File: config.mk
export PLATFORM = sky130hd
export DESIGN_NAME = addr_pair_latch
export DESIGN_NICKNAME = d
export VERILOG_FILES = /design/src/rtl/apl_pkg.sv /design/src/rtl/apl_pair_assembler.sv /design/src/rtl/apl_commit_timer.sv /design/src/rtl/apl_pad_stage.sv /design/src/rtl/addr_pair_latch.sv
export SDC_FILE = /design/constraint.sdc
export NUM_CORES = 1
export LEC_CHECK = 0
export BUFFER_PORTS_ARGS = -buffer_cell sky130_fd_sc_hd__buf_2
export CAP_MARGIN = 40
export CORE_ASPECT_RATIO = 0.6
export CORE_UTILIZATION = 62
export CTS_CLUSTER_SIZE = 14
export DETAILED_ROUTE_END_ITERATION = 10
export PLACE_DENSITY_LB_ADDON = 0.25
export SKIP_CTS_REPAIR_TIMING = 1
export SLEW_MARGIN = 5
export SYNTH_ARGS = -nofsm -noshare
export SYNTH_HDL_FRONTEND = slang
export SYNTH_SLANG_ARGS = --single-unit
File: constraint.sdc
create_clock -name clk -period 4.6 [get_ports clk]
set_input_delay 0.46 -clock clk [delete_from_list [all_inputs] [get_ports clk]]
set_output_delay 0.46 -clock clk [all_outputs]
set_load 0.02 [all_outputs]
File: src/rtl/apl_pkg.sv
package apl_pkg;
  localparam int unsigned NIB_W  = 4;
  localparam int unsigned DATA_W = 2 * NIB_W;
  localparam int unsigned ADDR_W = 3;
  localparam int unsigned PER_W  = 16;

  typedef logic [NIB_W-1:0]  nib_t;
  typedef logic [DATA_W-1:0] byte_t;
  typedef logic [ADDR_W-1:0] addr_t;
  typedef logic [PER_W-1:0]  per_t;
endpackage

File: src/rtl/apl_pair_assembler.sv
module apl_pair_assembler
  import apl_pkg::*;
(
  input  logic  clk,
  input  logic  rst_n,
  input  logic  frm_valid,
  input  logic  frm_err,
  input  addr_t frm_addr,
  input  nib_t  frm_nib,
  input  addr_t strap_addr,
  output logic  launch,
  output byte_t launch_byte
);
  logic  held_q, held_d;
  addr_t haddr_q, haddr_d;
  nib_t  hnib_q, hnib_d;
  logic  good_frame;

  assign good_frame  = frm_valid && !frm_err;
  assign launch      = good_frame && held_q && (frm_addr == haddr_q);
  assign launch_byte = {frm_nib, hnib_q};

  always_comb begin
    held_d  = held_q;
    haddr_d = haddr_q;
    hnib_d  = hnib_q;
    if (frm_err) begin
      held_d = 1'b0;
    end else if (frm_valid) begin
      if (held_q) begin
        held_d = 1'b0;
      end else if (frm_addr == strap_addr) begin
        held_d  = 1'b1;
        haddr_d = frm_addr;
        hnib_d  = frm_nib;
      end
    end
  end

  always_ff @(posedge clk or negedge rst_n) begin
    if (!rst_n) begin
      held_q  <= 1'b0;
      haddr_q <= '0;
      hnib_q  <= '0;
    end else begin
      held_q  <= held_d;
      haddr_q <= haddr_d;
      hnib_q  <= hnib_d;
    end
  end

  // an error never leaves a first frame held
  p_err_drops_r5: assert property (@(posedge clk) disable iff (!rst_n)
    frm_err |=> !held_q);
  // a pair can only complete on this listener's address
  p_launch_addr_r3: assert property (@(posedge clk) disable iff (!rst_n)
    launch |-> held_q && (haddr_q == frm_addr));
endmodule

File: src/rtl/apl_commit_timer.sv
module apl_commit_timer
  import apl_pkg::*;
(
  input  logic  clk,
  input  logic  rst_n,
  input  logic  launch,
  input  byte_t launch_byte,
  input  per_t  bit_period,
  output byte_t data_q,
  output logic  ack_n
);
  per_t  dly_q, dly_d;
  per_t  per_q, per_d;
  per_t  ack_q, ack_d;
  byte_t pend_q, pend_d;
  byte_t data_d;
  per_t  half;

  assign half  = ((bit_period >> 1) == '0) ? per_t'(1) : (bit_period >> 1);
  assign ack_n = (ack_q == '0);

  always_comb begin
    dly_d  = dly_q;
    per_d  = per_q;
    pend_d = pend_q;
    data_d = data_q;
    ack_d  = ack_q;
    if (ack_q != '0) ack_d = ack_q - 1'b1;
    if (launch) begin
      dly_d  = half;
      per_d  = bit_period;
      pend_d = launch_byte;
    end else if (dly_q != '0) begin
      dly_d = dly_q - 1'b1;
      if (dly_q == per_t'(1)) begin
        data_d = pend_q;
        ack_d  = per_q;
      end
    end
  end

  always_ff @(posedge clk or negedge rst_n) begin
    if (!rst_n) begin
      dly_q  <= '0;
      per_q  <= '0;
      pend_q <= '0;
      data_q <= '0;
      ack_q  <= '0;
    end else begin
      dly_q  <= dly_d;
      per_q  <= per_d;
      pend_q <= pend_d;
      data_q <= data_d;
      ack_q  <= ack_d;
    end
  end

  // the register moves only when the delay expires
  p_update_on_expiry_r6: assert property (@(posedge clk) disable iff (!rst_n)
    !$stable(data_q) |-> $past(dly_q) == per_t'(1));
  // acknowledge starts only on a commit
  p_ack_start_r7: assert property (@(posedge clk) disable iff (!rst_n)
    $fell(ack_n) |-> $past(dly_q) == per_t'(1));
  // acknowledge ends only after its count is used up
  p_ack_end_r7: assert property (@(posedge clk) disable iff (!rst_n)
    $rose(ack_n) |-> $past(ack_q) == per_t'(1));
endmodule

File: src/rtl/apl_pad_stage.sv
module apl_pad_stage
  import apl_pkg::*;
(
  input  byte_t data_q,
  input  logic  oc_mode,
  input  logic  out_en,
  output byte_t pad_o,
  output byte_t pad_oe
);
  for (genvar i = 0; i < DATA_W; i++) begin : g_pad
    assign pad_o[i]  = oc_mode ? ~data_q[i] : data_q[i];
    assign pad_oe[i] = out_en;
  end

  // enables move together
  always_comb begin
    a_oe_uniform_r9: assert ((pad_oe == '0) || (pad_oe == '1));
  end
endmodule

File: src/rtl/addr_pair_latch.sv
module addr_pair_latch
  import apl_pkg::*;
(
  input  logic              clk,
  input  logic              rst_n,
  input  logic              frm_valid,
  input  logic              frm_err,
  input  logic [ADDR_W-1:0] frm_addr,
  input  logic [NIB_W-1:0]  frm_nib,
  input  logic [PER_W-1:0]  bit_period,
  input  logic [ADDR_W-1:0] strap_addr,
  input  logic              oc_mode,
  input  logic              out_en,
  output logic [DATA_W-1:0] pad_o,
  output logic [DATA_W-1:0] pad_oe,
  output logic              ack_n
);
  logic  launch;
  byte_t launch_byte;
  byte_t data_q;

  apl_pair_assembler u_asm (
    .clk, .rst_n, .frm_valid, .frm_err, .frm_addr, .frm_nib, .strap_addr,
    .launch, .launch_byte
  );

  apl_commit_timer u_tmr (
    .clk, .rst_n, .launch, .launch_byte, .bit_period, .data_q, .ack_n
  );

  apl_pad_stage u_pad (
    .data_q, .oc_mode, .out_en, .pad_o, .pad_oe
  );
endmodule

Yosys cells after proc, flatten, opt, wreduce, memory -nomap -nowiden --
Index checks and enable logic that the tools add are counted.
Word-level totals: output and inout bits 17, bits of input ports 32, logic and storage cells 55, register bits 72
Operators by class: add/subtract/negate cells 2, bitwise operators 11, multiplexer cells 19, reductions and logical operators 12, equal/unequal tests 3
Operator list (number):
- $mux 16 | 6
- $logic_not 16->1 | 2
- $reduce_bool 16->1 | 2
- $sub 16x1->16 const B | 2
- $eq 16x1->1 const B | 1
- $mux 15 | 1
- $mux 1 | 12
- $not 1->1 | 11
- $eq 3x3->1 | 2
- $reduce_and 4->1 | 1
- $reduce_bool 2->1 | 2
- $logic_and 1x1->1 | 3
- $reduce_and 3->1 | 1
- $logic_not 1->1 | 1

Logic depth before layout (Yosys ltp) --
Gate-level depths: netlist of the first run.
depth after elaboration 6, mapped depth 8, depth with buffers taken out 6

Cells and area by module --
A second synthesis of the first run with hierarchy kept.
Unflattened totals: cell total of the unflattened synthesis 344, area total of the unflattened synthesis 3643.5 um^2
Modules (own cells, without submodules):
- apl_commit_timer | times used 1, seq. area each 1601.5 um^2, area an instance 3091.7 um^2, cells an instance 296
- apl_pair_assembler | times used 1, seq. area each 200.2 um^2, area an instance 410.4 um^2, cells an instance 31
- apl_pad_stage | times used 1, seq. area each 0.0 um^2, area an instance 141.4 um^2, cells an instance 17

Least setup slack after synthesis of the first run --
OpenSTA, ideal clock, no wires.
path kind register to register, start point register u_tmr.dly_q[4], end point register u_tmr.ack_q[10], path slack 2564 ps, required time 4475 ps, buffers on the path 2, stages on the path, launching flop included 7, library setup time 125 ps, clock period less this slack 2036 ps, data arrival time 1911 ps, path through dfrtp_1 nor4_4 nand4_2 or3_1 buf_6 buf_6 mux2_4
On the way: word-level cells in the longest chain between the ends 4, elaborated cells on any way between the ends 5, those cells by class eq/ne: 1; mux: 3; reduce/logical: 1
RTL lines:
- from (decl) | RTL line apl_commit_timer.sv:12 | per_t dly_q, dly_d;
- from (signal assigned) | RTL line apl_commit_timer.sv:50 | dly_q <= dly_d;
- $eq 16x1->1 | RTL line apl_commit_timer.sv:35 | if (dly_q == per_t'(1)) begin
- $mux 16 | RTL line apl_commit_timer.sv:35
- $mux 16 * | RTL line apl_commit_timer.sv:33 | end else if (dly_q != '0) begin
- $mux 16 * | RTL line apl_commit_timer.sv:29 | if (launch) begin
- via u_tmr.ack_d[10] | RTL line apl_commit_timer.sv:14 | per_t ack_q, ack_d;
- to (signal assigned) | RTL line apl_commit_timer.sv:54 | ack_q <= ack_d;
- to (decl) | RTL line apl_commit_timer.sv:14
The timed path passes the listed nets; every way through them passes the cells marked *. A chain may end at the register's enable or synchronous reset.

Worst setup path after layout of the first run --
start point register u_tmr.ack_q[0], end point output port ack_n
On the way: word-level cells in the longest chain between the ends 1
RTL lines:
- $logic_not 16->1 | RTL line apl_commit_timer.sv:20 | assign ack_n = (ack_q == '0);
- to (decl) | RTL line addr_pair_latch.sv:16 | output logic ack_n
No other way between the ends.

==> summary.txt, run 1 <==
ys flop type - dfrtp_1
first-pass GRT wire length - 13.9 mm
CP peak stage delay - 0.70 ns
cells after synthesis - 385
WP data arrival - 2.39 ns
mux contribution to synthesized area - 9.02%
simple-gate share of the synthesized area - 24.8%
R2R setup slack - 1.96 ns
number of flops mapped to enable cells by yosys - 0
post-synth top area cell - dfrtp_1
clock skew - 0.0153 ns
Setup crit start kind - flop
I/O pin total - 49
Async S/R FF share, synth - 100%
post-synthesis xor/xnor area fraction - 4.82%
final hold vios - 0
fin crit period - 2.85 ns
Worst Path Max Fanout - 10
Ys Warns - 0
final setup TNS - 0 ns
Synth Register Bits - 72
synth top area cells - dfrtp_1 47%, nand2_1 8.0%, mux2_2 6.8%, xor2_1 3.0%, nor4_1 2.3%
syn_nets - 422
Place WS - 2.01 ns
Unique masters post-synth - 52
Clock transition at path regs - 0.09 ns
CTS Buffer Depth - 2
Die Area - 0.00648 sq mm
post-route insts no fill - 501
die height - 62.8 um
Congestion Overflow GR - 0
Multi-input gate area - 0.00184 sq mm
largest net degree at the start of global routing - 48
main combinational cell family by area after synthesis - simple AND/OR/NAND/NOR gates
Setup CP Type - reg2out
CP Capture Type - output pin
clock buffers created by TritonCTS - 9
Power Density - 386 mW/mm^2
Yosys top cell area share - 47.2%
Mapped Area - 0.00382 sq mm
Diodes inserted - 0
family with the most delay on the worst path - simple AND/OR/NAND/NOR gates
CORE AREA - 0.00575 sq mm
Slew Limit Fails - 0
placed cells - 485
Total Routing Usage GR - 29.1%
register area share after synthesis - 47.2%
worst-case reg-to-reg path depth - 4
layout cells sized above 1 - 24.2%
worst setup margin - 1.75 ns
worst skew pair latency - 0.36 ns
TritonCTS clock tree - built
DRT antenna net count - 0
Crit path top cell by count - inv_1
drt pass-1 iters - 5
commonest non-fill, non-tap cell in the layout - nand2_1
Avg Vias per Cell - 6.06
Final setup viols - 0
drt wl/cell - 17.0 um
cells along the critical path - inv_1, ha_1, nor4b_2, nand4_1, inv_1, buf_2
HP Class - in2async
relative slew slack - 44.2%
critical path depth in cells - 6
Placer Congestion - 0.896
Chip Width - 103 um
Placement Rows - 21
vias in the first global route - 2836
Max Clk Rate - 0.351 GHz
clock sinks - 72
RSZ-0062 raised after global routing - no
Adder-Cell Fraction of Synth Area - 1.64%
HPWL after DPL - 6.20 mm
Syn-to-layout area delta - 9.90%
htree depth - 3
clock root cell - clkbuf_8
Vias - 3037
P_leak - 2.06 nW
max-cap violations - 0
slowest stage cell, crit path - nor4b_2
initial antenna violation count - 0
DRC violations left - 0
CP bufs+invs - 3
period utilization - 61.9%
FF+latch area - 0.00180 sq mm
Compound-Gate Fraction of Synth Area - 8.10%
FILL cells - 443
measured slew at the worst slew-check pin - 0.830 ns
most frequent cells in the layout - 81 x nand2_1, 72 x dfrtp_1, 39 x buf_2
Final nets - 453
status - finished clean
Avg Inst Size Synth - 9.91 sq um
initial drt markers - 251
Routed WL - 8.51 mm
Initial Utilization - 66.3%
Peak VDD IR - 0.365 mV
IO Port Bufs - 39
Req. time, crit path - 4.14 ns
==> power by group <==
group          switching (mW)  internal, mW
combinational           0.181         0.152
sequential              0.102         0.717
clock                   0.263         0.204
==> metrics by stage <==
stage,instance area [sq um],hold WS [ns],utilization [%],total power [mW]
floorplan,3820,0.164,-,1.05
global route,4190,0.0977,72.9,1.70
CTS,4190,0.0817,72.9,1.62
finish,4190,0.0754,72.9,1.62
global placement,4010,0.444,69.7,1.13
detailed placement,4010,0.448,69.7,1.15
==> logic make-up (layout without fill, tap and decap cells) <==
family / Yosys count / in the layout
adders and majority gates: 5 / 5
AOI/OAI and AO/OA: 47 / 47
buffers and inverters: 33 / 69
muxes: 30 / 30
and+or+nand+nor: 177 / 177
DFF: 72 / 72
xor gates and xnor gates: 21 / 21
==> synth_stat cells, types with 4 or more instances <==
master,number
dfrtp_1,72
a21oi_1,9
or3_1,10
or4_1,4
mux2i_1,4
buf_4,8
nor3_1,7
nand4_1,7
nand3_1,9
nand2_1,81
mux2_2,23
inv_1,10
xnor2_1,8
clkbuf_1,12
nor2_1,14
o211ai_1,4
a31oi_1,9
o21ai_0,10
xor2_1,13
nor4_1,14
ha_1,5
==> per-layer routing <==
metal / track usage, % / share of wire [%] / up-vias
li1: - / - / 1434
met1: 45.1 / 48 / 1452
met2: 39.1 / 42 / 138
met3: 8.84 / 8.9 / 13
met4: 8.27 / 1.0 / 0
met5: 0 / 0 / -
==> sequential cells by signal (all words and copies together) (netlist names) <==
name	count
u_tmr.data_q	8
u_tmr.per_q	16
u_asm.haddr_q	3
u_tmr.pend_q	8
u_tmr.dly_q	16
u_asm.held_q	1
u_tmr.ack_q	16
u_asm.hnib_q	4
==> area by class of cell <==
type                            instances  area share, %
Clock buffer                            9           2.95
Timing Repair Buffer                   43           5.37
Multi-Input combinational cell        280           44.0
Inverter                               10          0.895
Sequential cell                        72           43.0
Tap cell                               80           2.39
Clock inverter                          7           1.46
==> path summary, 6_finish.rpt <==
check,endpoint,startpoint
hold reg to reg,u_tmr.pend_q[3]$_DFFE_PN0P_,u_asm.hnib_q[3]$_DFFE_PN0P_
setup / recovery,ack_n,u_tmr.ack_q[0]$_DFF_PN0_
min in group clk,u_tmr.per_q[0]$_DFFE_PN0P_,bit_period[0]
max in group asynchronous,u_tmr.dly_q[9]$_DFFE_PN0P_,rst_n
setup reg to reg,u_tmr.ack_q[9]$_DFF_PN0_,u_tmr.dly_q[12]$_DFFE_PN0P_
hold / removal,u_tmr.pend_q[2]$_DFFE_PN0P_,rst_n
==> worst register-to-register path: stages, from the launching register on <==
cell and delay (ns):
dfrtp_1 0.42, nor4_1 0.47, nand4_2 0.45, or3_1 0.79, mux2_4 0.40
Power figures use the tool's default switching activity.
==> run 2, diff against run 1 <==
--- a/config.mk
+++ b/config.mk
@@ -8,7 +8,7 @@
 export BUFFER_PORTS_ARGS = -buffer_cell sky130_fd_sc_hd__buf_2
 export CAP_MARGIN = 40
 export CORE_ASPECT_RATIO = 0.6
-export CORE_UTILIZATION = 62
+export CORE_UTILIZATION = 52
 export CTS_CLUSTER_SIZE = 14
 export DETAILED_ROUTE_END_ITERATION = 10
 export PLACE_DENSITY_LB_ADDON = 0.25
==> constraint.sdc (replaced) <==
create_clock -name clk -period 2.47 [get_ports clk]
set_input_delay 0.247 -clock clk [delete_from_list [all_inputs] [get_ports clk]]
set_output_delay 0.247 -clock clk [all_outputs]
set_load 0.02 [all_outputs]
==> run 2 against run 1 <==
Effect of this change: first-iteration DRC count up 16%; global-route usage down 2.5 points; final area up 5.0%; wire length up 8.3%; setup slack worse by 1.6 ns.
==> summary.txt, run 2 (same netlist as run 1, synthesis figures left out) <==
internal power - 2.32 mW
Final Core Density - 64.0%
Peak VDD IR - 0.633 mV
Routed WL - 9.22 mm
Comb power frac - 19.2%
Congestion Overflow GR - 0
CP Capture Type - output pin
largest net degree at the start of global routing - 47
clock buffers created by TritonCTS - 9
commonest non-fill, non-tap cell in the layout - nand2_1
cells along the critical path - nor4_1, buf_4, nand4_1, inv_1, buf_2
CP peak stage delay - 0.58 ns
FILL cells - 563
Chip Width - 113 um
WP data arrival - 2.10 ns
Final setup viols - 0
Vias - 3100
Design Area, Final - 0.00440 sq mm
DRC violations left - 0
die height - 68.4 um
P_leak - 2.18 nW
Placement Rows - 23
drt wl/cell - 17.7 um
Req. time, crit path - 2.22 ns
Worst Path Max Fanout - 9
TritonCTS clock tree - built
Slew Limit Fails - 0
CTS Buffer Depth - 2
clock power share - 35.5%
Largest regs - u_tmr.ack_q x16, u_tmr.dly_q x16, u_tmr.per_q x16
RSZ-0062 raised after global routing - no
Avg Vias per Cell - 5.96
register share of total power - 45.2%
Placer Congestion - 0.857
vias in the first global route - 2883
Diodes inserted - 0
switch share - 31.1%
final hold vios - 0
Switch Pwr - 1.04 mW
initial antenna violation count - 0
layout cells sized above 1 - 26.1%
FF+latch area - 0.00180 sq mm
clock skew - 0.00591 ns
post-route insts no fill - 520
placed cells - 502
Setup CP Type - reg2out
Initial Utilization - 55.5%
Total Routing Usage GR - 26.6%
htree depth - 3
Die Area - 0.00770 sq mm
hold_ws - 0.105 ns
most frequent cells in the layout - 81 x nand2_1, 72 x dfrtp_1, 39 x buf_2
clock root cell - clkbuf_16
period utilization - 95.0%
fin crit period - 2.35 ns
Final nets - 465
DRT antenna net count - 0
Power Density - 764 mW/mm^2
measured slew at the worst slew-check pin - 0.738 ns
Placed Area - 0.00411 sq mm
Pwr Total - 3.36 mW
worst skew pair latency - 0.34 ns
HP Class - in2reg
CORE AREA - 0.00688 sq mm
Syn-to-layout area delta - 15.4%
IO Port Bufs - 39
relative slew slack - 50.3%
Setup crit start kind - flop
Max Clk Rate - 0.426 GHz
drt pass-1 iters - 5
HPWL after DPL - 6.68 mm
max-cap violations - 0
slowest stage cell, crit path - nor4_1
I/O pin total - 49
clock sinks - 72
first-pass GRT wire length - 14.9 mm
initial drt markers - 290
Clock transition at path regs - 0.06 ns
status - finished clean
Multi-input gate area - 0.00185 sq mm
run 2: through the flow:
step | setup TNS (ns) | setup slack [ns]
after CTS | -0.143 | -0.143
after floorplan | 0 | 0.434
after detailed placement | 0 | 0.162
after global routing | 0 | 0.0255
final | 0 | 0.123
after global placement | 0 | 0.266
run 2: final cells by class:
type                       count  area share (%)
sequential                    72            40.9
clock buffer                   9            5.11
clock inverter                 7            1.08
inverter                      10           0.852
tap                           87            2.47
timing repair buffer          55            7.50
multi-input combinational    280            42.1
run 2: per-layer routing:
| metal | GRT usage (%) | share of wire (%) | wire length [um] | up-vias |
|---|---|---|---|---|
| met3 | 9.48 | 9.1 | 841 | 6 |
| met5 | 0 | 0 | 0 | - |
| met1 | 38.4 | 49 | 4500 | 1511 |
| li1 | - | - | - | 1451 |
| met4 | 6.00 | 0.59 | 54 | 0 |
| met2 | 38.2 | 41 | 3810 | 132 |
run 2: worst paths after layout:
path                       slack [ns]                           end                         from  cells after the start
max in group asynchronous        1.33  u_asm.haddr_q[1]$_DFFE_PN0P_                        rst_n                      3
min reg2reg                      0.46   u_tmr.pend_q[1]$_DFFE_PN0P_  u_asm.hnib_q[1]$_DFFE_PN0P_                      2
min in group asynchronous        0.46   u_tmr.per_q[14]$_DFFE_PN0P_                        rst_n                      2
min                              0.10    u_tmr.per_q[0]$_DFFE_PN0P_                bit_period[0]                      3
max reg2reg                      0.25      u_tmr.ack_q[9]$_DFF_PN0_  u_tmr.dly_q[11]$_DFFE_PN0P_                      4
max                              0.12                         ack_n     u_tmr.ack_q[4]$_DFF_PN0_                      5
run 2: power by group through the flow:
stage	clock [mW]	combinational, mW	sequential [mW]
final	1.20	0.646	1.52
after floorplan	0	0.466	1.49
after CTS	1.21	0.639	1.51
after detailed placement	0	0.634	1.53
after global placement	0	0.619	1.52
after global routing	1.27	0.716	1.54
run 2: critical path, delay by kind of cell (launching register included):
| family | cells | cell delay [ns] |
|---|---|---|
| DFF | 1 | 0.40 |
| buffers and inverters | 3 | 0.55 |
| and+or+nand+nor | 2 | 0.81 |
==> run 3, diff against run 2 <==
--- a/config.mk
+++ b/config.mk
@@ -8,7 +8,8 @@
 export BUFFER_PORTS_ARGS = -buffer_cell sky130_fd_sc_hd__buf_2
 export CAP_MARGIN = 40
 export CORE_ASPECT_RATIO = 0.6
-export CORE_UTILIZATION = 52
+export CORE_UTILIZATION = 54
+export CTS_BUF_LIST = sky130_fd_sc_hd__clkbuf_4 sky130_fd_sc_hd__clkbuf_8
 export CTS_CLUSTER_SIZE = 14
 export DETAILED_ROUTE_END_ITERATION = 10
 export PLACE_DENSITY_LB_ADDON = 0.25
==> run 3 against run 2 <==
Effect of this change: first-iteration DRC count down 46%; sequential cell count unchanged; critical path type is now reg2reg; count of clock-buffer cells in the layout up 1; highest routed layer unchanged; non-clock buffer count down 2; wire length fell by 7.8%.
==> summary.txt, run 3 (same netlist as run 1, synthesis figures left out) <==
status - finished clean
CP bufs+invs - 0
Req. time, crit path - 2.72 ns
Final Core Density - 63.9%
P_leak - 2.14 nW
placed cells - 500
Placer Congestion - 0.900
reg2reg end - u_tmr.ack_q[8]$_DFF_PN0_
hold-critical path depth - 3
Worst Hold Path EP - u_tmr.per_q[0]$_DFFE_PN0P_
CTS Buffer Depth - 2
Setup crit start kind - flop
CP Capture Type - flop
clock root cell - clkbuf_8
first-pass GRT wire length - 14.4 mm
fin crit period - 2.24 ns
layout cells sized above 1 - 25.8%
period utilization - 90.5%
Hold Crit Start - bit_period[0]
cells along the critical path - nor4_1, nand4_2, or3_1, mux2_2
Total Routing Usage GR - 25.6%
vias in the first global route - 2850
Setup CP Type - reg2reg
HP Class - in2reg
worst-case reg-to-reg path depth - 4
TritonCTS clock tree - built
Worst Path Max Fanout - 16
hold_ws - 0.0801 ns
family with the most delay on the worst path - simple AND/OR/NAND/NOR gates
Die Area - 0.00742 sq mm
clock skew - 0.0112 ns
initial antenna violation count - 0
Chip Width - 111 um
Clock transition at path regs - 0.08 ns
RSZ-0062 raised after global routing - no
max-cap violations - 0
Final nets - 463
Congestion Overflow GR - 0
Placement Rows - 23
htree depth - 3
Syn-to-layout area delta - 13.2%
Vias - 2992
worst skew pair latency - 0.36 ns
WP data arrival - 2.48 ns
drt wl/cell - 16.4 um
HPWL after DPL - 5.98 mm
CORE AREA - 0.00676 sq mm
IO Port Bufs - 39
Routed WL - 8.49 mm
Slew Limit Fails - 0
R2R setup slack - 0.23 ns
DRC violations left - 0
drt pass-1 iters - 4
slowest stage cell, crit path - or3_1
Avg Vias per Cell - 5.78
most frequent cells in the layout - 81 x nand2_1, 72 x dfrtp_1, 39 x buf_2
die height - 67.1 um
measured slew at the worst slew-check pin - 0.733 ns
Largest regs - u_tmr.ack_q x16, u_tmr.dly_q x16, u_tmr.per_q x16
final hold vios - 0
Diodes inserted - 0
largest net degree at the start of global routing - 73
commonest non-fill, non-tap cell in the layout - nand2_1
Initial Utilization - 56.4%
Power Density - 726 mW/mm^2
Final setup viols - 0
CP peak stage delay - 0.70 ns
I/O pin total - 49
clock buffers created by TritonCTS - 9
initial drt markers - 156
Max Clk Rate - 0.447 GHz
reg2reg start - u_tmr.dly_q[10]$_DFFE_PN0P_
clock sinks - 72
relative slew slack - 51.1%
DRT antenna net count - 0
Peak VDD IR - 0.525 mV
post-route insts no fill - 518
-- run 3: cell count changes in the layout (fill, tap and decap cells not counted), sizes merged --
cell	change
clkinv	-2
bufinv	+1
buf	-2
clkbuf	+1
-- run 3: how the worst max path moves through the flow --
stage / startpoint / end / slack, ns / depth (start not counted)
2_1_floorplan: u_tmr.dly_q[4]$_DFFE_PN0P_ / u_tmr.ack_q[10]$_DFF_PN0_ / 0.43 / 6
3_3_place_gp: u_tmr.ack_q[0]$_DFF_PN0_ / u_tmr.ack_q[0]$_DFF_PN0_ / 0.33 / 6
3_5_place_dp: u_tmr.ack_q[0]$_DFF_PN0_ / u_tmr.ack_q[8]$_DFF_PN0_ / 0.22 / 6
4_1_cts: u_tmr.ack_q[0]$_DFF_PN0_ / ack_n / -0.13 / 6
5_1_grt: u_tmr.ack_q[0]$_DFF_PN0_ / ack_n / 0.14 / 6
6_report: u_tmr.dly_q[10]$_DFFE_PN0P_ / u_tmr.ack_q[8]$_DFF_PN0_ / 0.23 / 4
-- run 3: layout make-up --
| class | count | area, sq um |
|---|---|---|
| fill | 590 | 2440 |
| clock buffer | 10 | 138 |
| inverter | 10 | 37.5 |
| timing repair buffer | 53 | 315 |
| sequential | 72 | 1800 |
| clock inverter | 6 | 67.6 |
| tap | 87 | 109 |
| multi-input combinational | 280 | 1850 |
-- run 3: metal layers --
| metal | up-vias | GRT usage, % | share of wire [%] |
|---|---|---|---|
| li1 | 1455 | - | - |
| met1 | 1442 | 36.7 | 51 |
| met2 | 81 | 37.1 | 42 |
| met3 | 14 | 6.92 | 6.2 |
| met4 | 0 | 10.2 | 1.6 |
| met5 | - | 0 | 0 |
-- run 3: worst register-to-register path: cells and delay by family (launching register included) --
| kind | cells | cell delay (ns) |
|---|---|---|
| DFF | 1 | 0.45 |
| muxes | 1 | 0.41 |
| and+or+nand+nor | 3 | 1.26 |
-- run 3: report_power, final --
group / switching [mW] / internal [mW]
Clock: 0.480 / 0.497
Combinational: 0.331 / 0.312
Sequential: 0.181 / 1.34
Total: 0.992 / 2.14
-- run 3: stage by stage --
stage          power (mW)  setup TNS (ns)  setup WS, ns  area (sq um)
6_report             3.14               0         0.235          4320
5_1_grt              3.31               0         0.135          4320
4_1_cts              3.15          -0.133        -0.133          4300
3_5_place_dp         2.17               0         0.223          4090
3_3_place_gp         2.15               0         0.327          4090
2_1_floorplan        1.95               0         0.434          3820
